File: config.mk
export PLATFORM = sky130hd
export DESIGN_NAME = chg_current_reg
export DESIGN_NICKNAME = d
export VERILOG_FILES = /design/src/rtl/chg_pkg.sv /design/src/rtl/chg_phase_sel.sv /design/src/rtl/chg_step_ctl.sv /design/src/rtl/chg_ref_pwm.sv /design/src/rtl/chg_current_reg.sv
export SDC_FILE = /design/constraint.sdc
export NUM_CORES = 1
export LEC_CHECK = 0
export BUFFER_PORTS_ARGS = -buffer_cell sky130_fd_sc_hd__buf_2
export CAP_MARGIN = 15
export CORE_MARGIN = 2
export CORE_UTILIZATION = 59
export CTS_CLUSTER_DIAMETER = 100
export DETAILED_ROUTE_END_ITERATION = 10
export GPL_ROUTABILITY_DRIVEN = 1
export PLACE_DENSITY = 0.86
export SYNTH_ARGS = -nofsm -noshare
export SYNTH_HDL_FRONTEND = slang
export SYNTH_SLANG_ARGS = --single-unit
File: constraint.sdc
create_clock -name clk -period 6.3 [get_ports clk]
set_input_delay 1.26 -clock clk [delete_from_list [all_inputs] [get_ports clk]]
set_output_delay 1.26 -clock clk [all_outputs]
set_load 0.03 [all_outputs]
File: src/rtl/chg_pkg.sv
package chg_pkg;
  typedef enum logic [2:0] {
    PH_UNKNOWN = 3'd0,
    PH_BULK    = 3'd1,
    PH_OVER    = 3'd2,
    PH_FLOAT   = 3'd3,
    PH_OFF     = 3'd4
  } chg_phase_e;

  // number of voltage thresholds separating the four known phases
  localparam int NUM_THR = 3;
endpackage

File: src/rtl/chg_phase_sel.sv
module chg_phase_sel
  import chg_pkg::*;
#(
  parameter int VW      = 10,
  parameter int IW      = 10,
  parameter int T_OVER  = 600,
  parameter int T_FLOAT = 700,
  parameter int T_OFF   = 800,
  parameter int HYST    = 20,
  parameter int I_BULK  = 400,
  parameter int I_OVER  = 200,
  parameter int I_FLOAT = 60
) (
  input  logic          clk,
  input  logic          rst_n,
  input  logic          clear_i,
  input  logic          step_i,
  input  logic [VW-1:0] vbat_i,
  output chg_phase_e    phase_q_o,
  output chg_phase_e    phase_nxt_o,
  output logic [IW-1:0] target_o
);
  localparam int CW = VW + 2;

  function automatic int thr(input int idx);
    case (idx)
      0:       thr = T_OVER;
      1:       thr = T_FLOAT;
      default: thr = T_OFF;
    endcase
  endfunction

  logic [NUM_THR-1:0] up_hit, dn_hit;
  logic [CW-1:0]      v_ext, v_hys;
  logic [2:0]         up_lvl, dn_lvl, cur_lvl, nxt_lvl;
  chg_phase_e         phase_q;

  assign v_ext = {2'b00, vbat_i};
  assign v_hys = v_ext + CW'(HYST);

  for (genvar g = 0; g < NUM_THR; g++) begin : g_thr
    assign up_hit[g] = v_ext >= CW'(thr(g));
    assign dn_hit[g] = v_hys >= CW'(thr(g));
  end

  assign up_lvl  = 3'($countones(up_hit));
  assign dn_lvl  = 3'($countones(dn_hit));
  assign cur_lvl = 3'(phase_q) - 3'd1;

  always_comb begin
    if (phase_q == PH_UNKNOWN)  nxt_lvl = up_lvl;
    else if (up_lvl > cur_lvl)  nxt_lvl = up_lvl;
    else if (dn_lvl < cur_lvl)  nxt_lvl = dn_lvl;
    else                        nxt_lvl = cur_lvl;
  end

  assign phase_nxt_o = chg_phase_e'(nxt_lvl + 3'd1);

  always_comb begin
    case (phase_nxt_o)
      PH_BULK:  target_o = IW'(I_BULK);
      PH_OVER:  target_o = IW'(I_OVER);
      PH_FLOAT: target_o = IW'(I_FLOAT);
      default:  target_o = '0;
    endcase
  end

  always_ff @(posedge clk or negedge rst_n) begin
    if (!rst_n)       phase_q <= PH_UNKNOWN;
    else if (clear_i) phase_q <= PH_UNKNOWN;
    else if (step_i)  phase_q <= phase_nxt_o;
  end

  assign phase_q_o = phase_q;
endmodule

File: src/rtl/chg_step_ctl.sv
module chg_step_ctl #(
  parameter int IW       = 10,
  parameter int DW       = 8,
  parameter int DUTY_MIN = 10,
  parameter int DUTY_MAX = 190,
  parameter int STEP     = 4,
  parameter int DEADBAND = 5
) (
  input  logic          clk,
  input  logic          rst_n,
  input  logic          clear_i,
  input  logic          step_i,
  input  logic          off_i,
  input  logic [IW-1:0] target_i,
  input  logic [IW-1:0] ibat_i,
  output logic [DW-1:0] duty_o
);
  localparam int EW = IW + 2;
  localparam int SW = DW + 1;

  logic signed [EW-1:0] err;
  logic                 go_up, go_dn;
  logic [SW-1:0]        d_ext, d_up;
  logic [DW-1:0]        duty_q, duty_nxt;

  assign err   = $signed({2'b00, target_i}) - $signed({2'b00, ibat_i});
  assign go_up = err > $signed(EW'(DEADBAND));
  assign go_dn = err < -$signed(EW'(DEADBAND));
  assign d_ext = {1'b0, duty_q};
  assign d_up  = d_ext + SW'(STEP);

  always_comb begin
    duty_nxt = duty_q;
    if (off_i) begin
      duty_nxt = DW'(DUTY_MIN);
    end else if (go_up) begin
      if (d_up > SW'(DUTY_MAX)) duty_nxt = DW'(DUTY_MAX);
      else                      duty_nxt = d_up[DW-1:0];
    end else if (go_dn) begin
      if (d_ext < SW'(DUTY_MIN + STEP)) duty_nxt = DW'(DUTY_MIN);
      else                              duty_nxt = duty_q - DW'(STEP);
    end
  end

  always_ff @(posedge clk or negedge rst_n) begin
    if (!rst_n)       duty_q <= DW'(DUTY_MIN);
    else if (clear_i) duty_q <= DW'(DUTY_MIN);
    else if (step_i)  duty_q <= duty_nxt;
  end

  assign duty_o = duty_q;
endmodule

File: src/rtl/chg_ref_pwm.sv
module chg_ref_pwm #(
  parameter int DW     = 8,
  parameter int PERIOD = 200
) (
  input  logic          clk,
  input  logic          rst_n,
  input  logic [DW-1:0] duty_i,
  output logic          pwm_o
);
  localparam int CW = $clog2(PERIOD + 1);
  localparam int MW = (CW > DW) ? CW : DW;

  logic [CW-1:0] cnt;

  always_ff @(posedge clk or negedge rst_n) begin
    if (!rst_n)                        cnt <= '0;
    else if (cnt == CW'(PERIOD - 1))   cnt <= '0;
    else                               cnt <= cnt + CW'(1);
  end

  assign pwm_o = MW'(cnt) < MW'(duty_i);
endmodule

File: src/rtl/chg_current_reg.sv
module chg_current_reg
  import chg_pkg::*;
#(
  parameter int VW         = 10,
  parameter int IW         = 10,
  parameter int DW         = 8,
  parameter int DUTY_MIN   = 10,
  parameter int DUTY_MAX   = 190,
  parameter int STEP       = 4,
  parameter int DEADBAND   = 5,
  parameter int PWM_PERIOD = 200,
  parameter int T_OVER     = 600,
  parameter int T_FLOAT    = 700,
  parameter int T_OFF      = 800,
  parameter int HYST       = 20,
  parameter int I_BULK     = 400,
  parameter int I_OVER     = 200,
  parameter int I_FLOAT    = 60
) (
  input  logic          clk,
  input  logic          rst_n,
  input  logic          en_i,
  input  logic          start_i,
  input  logic          tick_i,
  input  logic [VW-1:0] vbat_i,
  input  logic [IW-1:0] ibat_i,
  output logic [DW-1:0] duty_o,
  output logic [2:0]    phase_o,
  output logic          duty_vld_o,
  output logic          pwm_o
);
  logic       vld_q, clear, step;
  chg_phase_e phase_q, phase_nxt;
  logic [IW-1:0] target;

  assign clear = !en_i || start_i;
  assign step  = en_i && !start_i && tick_i && vld_q;

  always_ff @(posedge clk or negedge rst_n) begin
    if (!rst_n)       vld_q <= 1'b0;
    else if (!en_i)   vld_q <= 1'b0;
    else if (start_i) vld_q <= 1'b1;
  end

  chg_phase_sel #(
    .VW(VW), .IW(IW), .T_OVER(T_OVER), .T_FLOAT(T_FLOAT), .T_OFF(T_OFF),
    .HYST(HYST), .I_BULK(I_BULK), .I_OVER(I_OVER), .I_FLOAT(I_FLOAT)
  ) u_phase (
    .clk(clk), .rst_n(rst_n), .clear_i(clear), .step_i(step),
    .vbat_i(vbat_i), .phase_q_o(phase_q), .phase_nxt_o(phase_nxt),
    .target_o(target)
  );

  chg_step_ctl #(
    .IW(IW), .DW(DW), .DUTY_MIN(DUTY_MIN), .DUTY_MAX(DUTY_MAX),
    .STEP(STEP), .DEADBAND(DEADBAND)
  ) u_step (
    .clk(clk), .rst_n(rst_n), .clear_i(clear), .step_i(step),
    .off_i(phase_nxt == PH_OFF), .target_i(target), .ibat_i(ibat_i),
    .duty_o(duty_o)
  );

  chg_ref_pwm #(.DW(DW), .PERIOD(PWM_PERIOD)) u_pwm (
    .clk(clk), .rst_n(rst_n), .duty_i(duty_o), .pwm_o(pwm_o)
  );

  assign phase_o    = phase_q;
  assign duty_vld_o = vld_q;
endmodule

# After elaboration in Yosys (flattened, before gate mapping)
# Index checks and enable logic that the tools add are counted.
# word_totals
out_inout_bits	13
input_bits	25
elab_cells	60
reg_bits	20
# classes
n_lt_le_gt_ge	13
n_eq_ne	6
muxes	16
n_addsub	11
reduce_logical	10
# op_table
cell	count
$mux 8	8
$ge 12x10->1 const B	3
$ge 10x10->1 const B	3
$pmux 9 s3	1
$mux 3	5
$gt 12x4->1 const B	1
$lt 12x4->1 const B	1
$add 10x5->11 const B	1
$sub 9x10->11	1
$add 8x3->9 const B	1
$gt 9x8->1 const B	1
$add 8x1->8 const B	1
$eq 8x8->1 const B	1
$lt 8x4->1 const B	1
$lt 8x8->1	1
$sub 8x3->8 const B	1
$add 3x1->3	2
$eq 3x2->1 const B	2
$add 1x1->2	2
$reduce_bool 4->1	1
$add 3x1->3 const B	1
$eq 3x1->1 const B	1
$eq 3x3->1 const B	1
$gt 3x3->1	1
10 further kinds	14

# Depth between registers and ports, before layout
# Gate-level depths: netlist of the first run.
# logic_depth
ltp_word	18
depth_mapped	31
mapped_depth_nobuf	29

# Cells and area by module
# From an unflattened synthesis of the first run, not the netlist that was laid out.
# unflattened
cells_unflattened	380
area_unflattened_um2	3016.6
# by_module_without_submodules
module	instances	area_per_inst_um2	seq_area_each_um2	cells_each
chg_step_ctl	1	1436.4	177.7	180
chg_phase_sel	1	973.4	75.1	135
chg_ref_pwm	1	550.5	200.2	60
chg_current_reg	1	56.3	25.0	5

# Least setup slack after synthesis of the first run
# OpenSTA, ideal clock, no wires.
# synth_timing
kind	in2reg
startpoint	input port vbat_i[2]
endpoint	register u_step.duty_q[4] (netlist: u_step.duty_o[4])
arrival_time_ns	6.710
stages	28
slack_ns	-0.530
path_cell_list	ha_1 -> o21a_1 -> xnor2_1 -> a211oi_1 -> or3_1 -> a21oi_1 -> nor3_1 -> fa_1 -> ha_1 -> o21ai_0 -> a21oi_1 -> o21ai_0 -> mux2i_1 -> ha_1 -> xor2_1 -> nand2_1 -> inv_1 -> ha_1 -> and3_4 -> o21ai_1 -> o211ai_1 -> or4_1 -> a2111oi_0 -> and3_1 -> a31oi_2 -> buf_6 -> a31oi_1 -> nor2_1
# synth_via
elab_chain_len	17
word_cells_on_any_way	31
# synth_lines
item	line_no	rtl
start, declared	chg_current_reg.sv:25	input logic [VW-1:0] vbat_i,
$add 10x5->11	chg_phase_sel.sv:39	assign v_hys = v_ext + CW'(HYST);
$ge 12x10->1	chg_phase_sel.sv:43	assign dn_hit[g] = v_hys >= CW'(thr(g));
$add 1x1->2 (not written as such)	chg_phase_sel.sv:47	assign dn_lvl = 3'($countones(dn_hit));
$add 3x1->3 (not written as such)	chg_phase_sel.sv:47	
$lt 3x3->1	chg_phase_sel.sv:53	else if (dn_lvl < cur_lvl) nxt_lvl = dn_lvl;
$mux 3	chg_phase_sel.sv:53	
$mux 3	chg_phase_sel.sv:52	else if (up_lvl > cur_lvl) nxt_lvl = up_lvl;
$mux 3 (*)	chg_phase_sel.sv:51	if (phase_q == PH_UNKNOWN) nxt_lvl = up_lvl;
$add 3x1->3 (*)	chg_phase_sel.sv:57	assign phase_nxt_o = chg_phase_e'(nxt_lvl + 3'd1);
$eq 3x2->1 / $eq 3x1->1 (equally long branches)	chg_phase_sel.sv:60	case (phase_nxt_o)
$pmux 9 s3	chg_phase_sel.sv:60	
$sub 9x10->11	chg_step_ctl.sv:26	assign err = $signed({2'b00, target_i}) - $signed({2'b00, ibat_i});
$gt 12x4->1	chg_step_ctl.sv:27	assign go_up = err > $signed(EW'(DEADBAND));
$mux 8	chg_step_ctl.sv:36	end else if (go_up) begin
$mux 8	chg_step_ctl.sv:34	if (off_i) begin
$mux 8	chg_step_ctl.sv:48	else if (step_i) duty_q <= duty_nxt;
$mux 8	chg_step_ctl.sv:47	else if (clear_i) duty_q <= DW'(DUTY_MIN);
end signal, assigned	chg_step_ctl.sv:46	if (!rst_n) duty_q <= DW'(DUTY_MIN);
end signal, assigned	chg_step_ctl.sv:47	
end signal, assigned	chg_step_ctl.sv:48	
end, declared	chg_step_ctl.sv:24	logic [DW-1:0] duty_q, duty_nxt;
# Mark *: on every way between the ends. The rest lies on a longest branch, timed or not. The select of a mux whose other input is x is not followed.
# A chain may end at the register's enable or synchronous reset.

# Worst setup path after layout of the first run
# layout_timing
startpoint	input port vbat_i[3]
endpoint	register u_step.duty_q[4] (netlist: u_step.duty_o[4])
# The elaborated chain is that of the path after synthesis.

==> reports/results.txt, run 1 <==
Worst path max stage delay: 0.42 ns
final setup violation count: 7
worst r2r src: u_phase.phase_q_o[0]
clk_lat worst skew: 0.27 ns
largest net degree at the start of global routing: 20
chip width: 71.23 µm
status: finished with violations
starting density of the core: 61.24%
Reg2Reg Depth: 25
row count: 24
placed cell area: 3306 µm²
Hold WC Path Type: flip-flop to flip-flop
Root Buffer: clkbuf_8
Via-to-Cell Ratio: 6.413
clock transition at the registers of the reported paths: 0.07 ns
HPWL after DPL: 5.274 mm
synthesized flop and latch total: 19
share of cells above drive strength 1: 42.09%
Startpoint Class: primary input
initial antenna violation count: 0
synth-to-layout area growth: 46.46%
first-pass GRT wire length: 12.92 mm
DR vias: 3,091
TritonRoute pass-1 iters: 5
Critical path origin: vbat_i[3]
Iter 0 DRT Violations: 429
WS Path Type: primary input to flip-flop
Pleak: 1.804 nW
CTS buffer count: 3
sequential fraction of the synthesis area: 17.93%
final net count: 496
crit path DAT: 7.17 ns
Least-Margin Pin Slew: 0.6247 ns
Reg area: 478.0 µm²
syn avg cell area: 7.796 µm²
WL/cell: 19.38 µm
Num Clock Sinks: 19
vias in the first global route: 2,862
Final Cell Area: 3905 µm²
minimum clock period: 7.021 ns
Worst VDD drop: 0.0001681 V
Async S/R FF share, synth: 100.0%
FMAX: 142.4 MHz
Tot GR Track Use: 31.29%
total die area: 5073 µm²
Post-synth EDFFs: 0
Max Cap Violations: 0
hold_buf cts: 0
Worst setup endpoint: u_step.duty_o[4]
routability cong.: 0.8728
# DRC: 0
final hold violations: 0
Top FF cell, synth: dfrtp_1
DRT antenna net count: 0
GRT overflow: 0
failing checks: setup timing
Final period util: 111.4%
n_diodes: 0
min setup slack post-route: -0.7207 ns
CTS tree: yes
crit end category: flip-flop
CP max FO: 5
Cell Pwr Density: 199.8 nW/µm²
multi-input combinational cell area: 2515 µm²
WL final: 9.340 mm
Top Metal Used: met4
Post-Synthesis Cells: 342
most common cell after layout, fill and taps aside: buf_4
metal3 WL: 604 µm
H-tree Lvls: 1
Worst R2R Setup Slack: 0.50 ns
crit-path most repeated cell: ha_4
commonest non-fill, non-tap cells in the layout: buf_4, buf_2, inv_1
Slowest-stage cell, CP: fa_2
pre-CTS setup slack: -0.9521 ns
setup TNS: -4.729 ns
I/O Pins: 38
Synth Warn #: 0
syn_nets: 407
Cell Area, Synth: 2666 µm²
worst clock skew: 0.004162 ns
Worst EP required: 6.45 ns
height of the die: 71.23 µm
Longest Clk Path Bufs: 2
max_slew headroom: 57.97%
fin. max-slew vios: 0
Core ar.: 4354 µm²
RSZ-0062 raised after global routing: true
FF-to-FF End: u_step.duty_o[4]
met1 WL: 3.720 mm
distinct cell type count after synthesis: 65
met2 WL: 4.673 mm
Hold WS: 0.4953 ns
number of port buffers: 34
FILL cells: 178
-- Yosys cell counts, types with 5 or more instances --
library cell	instances	share of area, %
nand2b_1	11	2.6
mux2i_1	9	3.4
nor3_1	8	1.5
inv_1	31	4.4
nor2_1	19	2.7
nor2b_1	7	1.6
xor2_1	7	2.3
o21ai_1	11	2.1
a21oi_1	17	3.2
nand2_1	33	4.6
ha_1	38	18
o21ai_0	13	2.4
dfrtp_1	17	16
or3_1	5	1.2
xnor2_1	7	2.3
o21a_1	6	1.7
clkbuf_1	9	1.3
nand3_1	15	2.8
-- worst max-delay path: cells and delay by family --
kind                     cells  cell delay (ns)
multiplexers                 2             0.45
adder cells (fa/ha/maj)      5             1.36
buffers and inverters        5             0.60
XOR/XNOR                     2             0.45
AND/OR/NAND/NOR              7             1.33
AO/OA/AOI/OAI               10             1.69
-- metal layers --
metal / vias to the layer above / global-route usage, %
li1: 1412 / -
met1: 1474 / 39.30
met2: 172 / 54.01
met3: 33 / 4.782
met4: 0 / 12.16
met5: - / 0
-- through the flow --
step,instances,utilization (%),total power (W)
after floorplan,342,-,0.0003992
after global placement,462,75.92,0.0005038
after detailed placement,462,75.92,0.0005242
after CTS,475,84.51,0.0006944
after global routing,482,89.68,0.0008230
final,482,89.68,0.0007802
-- logic make-up (layout without fill, tap and decap cells) --
kind of cell    after synthesis  in the layout  share of synthesized area [%]
other cells                   1              1                         0.1406
xor+xnor                     14             14                          4.599
compound gates               91             91                          23.04
simple gates                123            123                          24.50
buf+inv                      45            133                          7.085
flops                        19             19                          17.93
fa+ha+maj                    40             40                          19.33
mux                           9              9                          3.379
-- state kept, by name, summed over array words and instances (netlist names) --
| name | cells |
|---|---|
| u_step.duty_o | 7 |
| u_phase.phase_q_o | 3 |
| duty_vld_o | 1 |
| u_pwm.cnt | 8 |
-- how the worst min path moves through the flow --
stage | startpoint | endpoint | slack [ns] | depth (start not counted)
detailed placement | u_pwm.cnt[0] | u_pwm.cnt[0] | 0.47 | 1
global placement | u_pwm.cnt[0] | u_pwm.cnt[0] | 0.44 | 1
floorplan | u_pwm.cnt[0] | u_pwm.cnt[0] | 0.42 | 1
finish | u_pwm.cnt[0] | u_pwm.cnt[0] | 0.50 | 1
CTS | u_pwm.cnt[0] | u_pwm.cnt[0] | 0.48 | 1
global route | u_pwm.cnt[0] | u_pwm.cnt[0] | 0.51 | 1
-- power breakdown --
part	switching [W]	internal (W)
sequential	0.0000127	0.000128
combinational	0.000291	0.000261
clock	0.0000434	0.0000442
-- timing repair --
item,4_1_cts,5_1_grt
endpoints found under the setup margin,7,7
gates resized for setup,49,33
pin swaps,27,31
setup buffers,9,8
-- layout make-up --
type	instances	share of cell area [%]
timing repair buffer	97	17.37
inverter	32	3.140
sequential	19	12.24
clock buffer	3	1.057
tap	52	1.666
clock inverter	1	0.1282
multi-input combinational	278	64.40
Power figures use the tool's default switching activity.
==> run 2: changes to the inputs <==
ABC_AREA = 1   (was default)
==> run 2 against run 1 <==
  * The flow now finishes without violations
  * Non-clock buffer count is 49 lower
  * Largest power group unchanged
  * Routed wire length is 31% lower
  * First-iteration DRC count is 68% lower
  * Clock power is 2.4% higher
  * Flip-flop and latch count stayed put
  * Critical path type unchanged
==> reports/results.txt, run 2 <==
Non-Filler Instances: 539 (was 482)
most common cell after layout, fill and taps aside: nand2_1 (was buf_4)
crit-path most repeated cell: nand2_1 (was ha_4)
Yosys top cell area share: 17.03% (was 17.83%)
TritonRoute pass-1 iters: 5 (unchanged)
largest net degree at the start of global routing: 20 (unchanged)
WL final: 6.453 mm (was 9.340 mm)
Longest Clk Path Bufs: 2 (unchanged)
FILL cells: 374 (was 178)
syn_nets: 503 (was 407)
row count: 25 (was 24)
Worst R2R Setup Slack: 1.78 ns (was 0.50 ns)
distinct cell type count after synthesis: 40 (was 65)
final setup violation count: 0 (was 7)
GRT overflow: 0 (unchanged)
Slowest-stage cell, CP: fa_2 (unchanged)
synth-to-layout area growth: 19.41% (was 46.46%)
routability cong.: 0.8981 (was 0.8728)
syn avg cell area: 6.373 µm² (was 7.796 µm²)
clock transition at the registers of the reported paths: 0.08 ns (was 0.07 ns)
final net count: 551 (was 496)
Startpoint Class: primary input (unchanged)
Biggest register: u_pwm.cnt (unchanged)
status: finished clean (was finished with violations)
height of the die: 72.79 µm (was 71.23 µm)
GR Util met1: 28.62% (was 39.30%)
Max Cap Violations: 0 (unchanged)
vias in the first global route: 2,596 (was 2,862)
Root Buffer: clkbuf_8 (unchanged)
Hold WC Path Type: flip-flop to flip-flop (unchanged)
Num Clock Sinks: 19 (unchanged)
CTS buffer count: 3 (unchanged)
initial antenna violation count: 0 (unchanged)
# DRC: 0 (unchanged)
CTS tree: yes (unchanged)
fin. max-slew vios: 0 (unchanged)
synth top area cells: ha_1, dfrtp_1, nand2_1, inv_1, nand3_1 (was ha_1, dfrtp_1, nand2_1, inv_1, mux2i_1)
DR vias: 2,890 (was 3,091)
Async S/R FF share, synth: 100.0% (unchanged)
Post-synth top cells: nand2_1, inv_1, nand3_1 (was ha_1, nand2_1, inv_1)
GR Util met3: 3.729% (was 4.782%)
RSZ-0062 raised after global routing: true (unchanged)
HPWL after DPL: 4.909 mm (was 5.274 mm)
FMAX: 164.3 MHz (was 142.4 MHz)
GRT busiest layer: met2 (unchanged)
Pleak: 1.902 nW (was 1.804 nW)
top-count cell post-synth: nand2_1 (was ha_1)
placed cell count: 534 (was 462)
first-pass GRT wire length: 10.22 mm (was 12.92 mm)
Tot GR Track Use: 23.79% (was 31.29%)
Worst path max stage delay: 0.42 ns (about the same)
Final period util: 96.59% (was 111.4%)
max reg flops: 8 (unchanged)
H-tree Lvls: 1 (unchanged)
Hold WS: 0.4590 ns (was 0.4953 ns)
total die area: 5298 µm² (was 5073 µm²)
final hold violations: 0 (unchanged)
WS Path Type: primary input to flip-flop (unchanged)
sequential fraction of the synthesis area: 17.12% (was 17.93%)
number of port buffers: 34 (unchanged)
WL/cell: 11.97 µm (was 19.38 µm)
commonest non-fill, non-tap cells in the layout: nand2_1, inv_1, nand3_1 (was buf_4, buf_2, inv_1)
Cell Area, Synth: 2791 µm² (was 2666 µm²)
share of cells above drive strength 1: 25.77% (was 42.09%)
CP max FO: 6 (was 5)
Iter 0 DRT Violations: 139 (was 429)
synthesized flop and latch total: 19 (unchanged)
M2 GR Usage: 43.74% (was 54.01%)
crit path DAT: 6.29 ns (was 7.17 ns)
I/O Pins: 38 (unchanged)
DRT antenna net count: 0 (unchanged)
Post-synth EDFFs: 0 (unchanged)
area leader, netlist: ha_1 (unchanged)
Via-to-Cell Ratio: 5.362 (was 6.413)
chip width: 72.79 µm (was 71.23 µm)
minimum clock period: 6.085 ns (was 7.021 ns)
Worst VDD drop: 0.0001331 V (was 0.0001681 V)
Core ar.: 4629 µm² (was 4354 µm²)
Synth Warn #: 0 (unchanged)
Post-Synthesis Cells: 438 (was 342)
Worst EP required: 6.51 ns (was 6.45 ns)
crit end category: flip-flop (unchanged)
Top FF cell, synth: dfrtp_1 (unchanged)
clk_lat worst skew: 0.27 ns (about the same)
worst clock skew: 0.004288 ns (was 0.004162 ns)
starting density of the core: 60.30% (was 61.24%)
Cell Pwr Density: 217.5 nW/µm² (was 199.8 nW/µm²)
n_diodes: 0 (unchanged)
## run 2: cell families (layout without fill, tap and decap cells)
kind of cell | Yosys count | after routing | synth area share (%)
xor+xnor | 11 | 11 | 3.452
buf+inv | 90 | 137 | 12.73
fa+ha+maj | 40 | 40 | 18.47
compound gates | 45 | 45 | 10.17
other cells | 1 | 1 | 0.1343
simple gates | 231 | 231 | 37.52
flops | 19 | 19 | 17.12
mux | 1 | 1 | 0.4034
## run 2: routing by layer
layer | vias to the layer above | part of all wire [%]
li1 | 1485 | -
met1 | 1312 | 43
met2 | 78 | 52
met3 | 15 | 3.7
met4 | 0 | 1.6
met5 | - | 0
## run 2: final timing paths
path / start / to / cells past startpoint
max: vbat_i[3] / u_step.duty_o[2] / 33
max in group asynchronous: rst_n / u_step.duty_o[3] / 1
min reg2reg: u_pwm.cnt[0] / u_pwm.cnt[0] / 1
min in group asynchronous: rst_n / u_pwm.cnt[2] / 1
max reg2reg: u_phase.phase_q_o[0] / u_step.duty_o[2] / 31
min: u_pwm.cnt[0] / u_pwm.cnt[0] / 1
## run 2: timing repair
| action | 4_1_cts | 5_1_grt |
|---|---|---|
| endpoints found under the setup margin | 0 | 7 |
| resized for setup | 0 | 48 |
| hold buffers | 0 | 0 |
| buffers inserted | 0 | 1 |
## run 2: cell type report
type                       count  area, µm²  area share, %
clock inverter                 1      7.507         0.2252
multi-input combinational    329       2130          63.89
tap                           54      67.56          2.027
sequential                    19      478.0          14.34
inverter                      85      321.6          9.647
timing repair buffer          48      287.8          8.634
clock buffer                   3      41.29          1.239
## run 2: per-stage QoR
step	power [W]	instance area [µm²]	utilization, %	TNS (ns)	setup slack (ns)
finish	0.0007248	3333	72.00	0	0.2151
global route	0.0007921	3333	72.00	-0.8080	-0.1413
CTS	0.0006728	3152	68.08	0	0.08087
detailed placement	0.0005794	3103	67.03	-1.148	-0.1851
global placement	0.0005628	3103	67.03	-0.1237	-0.02775
floorplan	0.0004734	2791	-	0	0.3528
## run 2: power by group
| part | leakage [nW] | internal, W | switching, W |
|---|---|---|---|
| Clock | 0.0217 | 0.0000448 | 0.0000449 |
| Combinational | 1.64 | 0.000189 | 0.000304 |
| Sequential | 0.242 | 0.000129 | 0.0000130 |
| Total | 1.90 | 0.000363 | 0.000362 |
## run 2: worst max-delay path: cells and delay by family
kind	cells	cell delay (ns)
compound gates	7	1.07
xor+xnor	1	0.21
fa+ha+maj	5	1.49
buf+inv	4	0.46
mux	1	0.38
simple gates	15	1.43
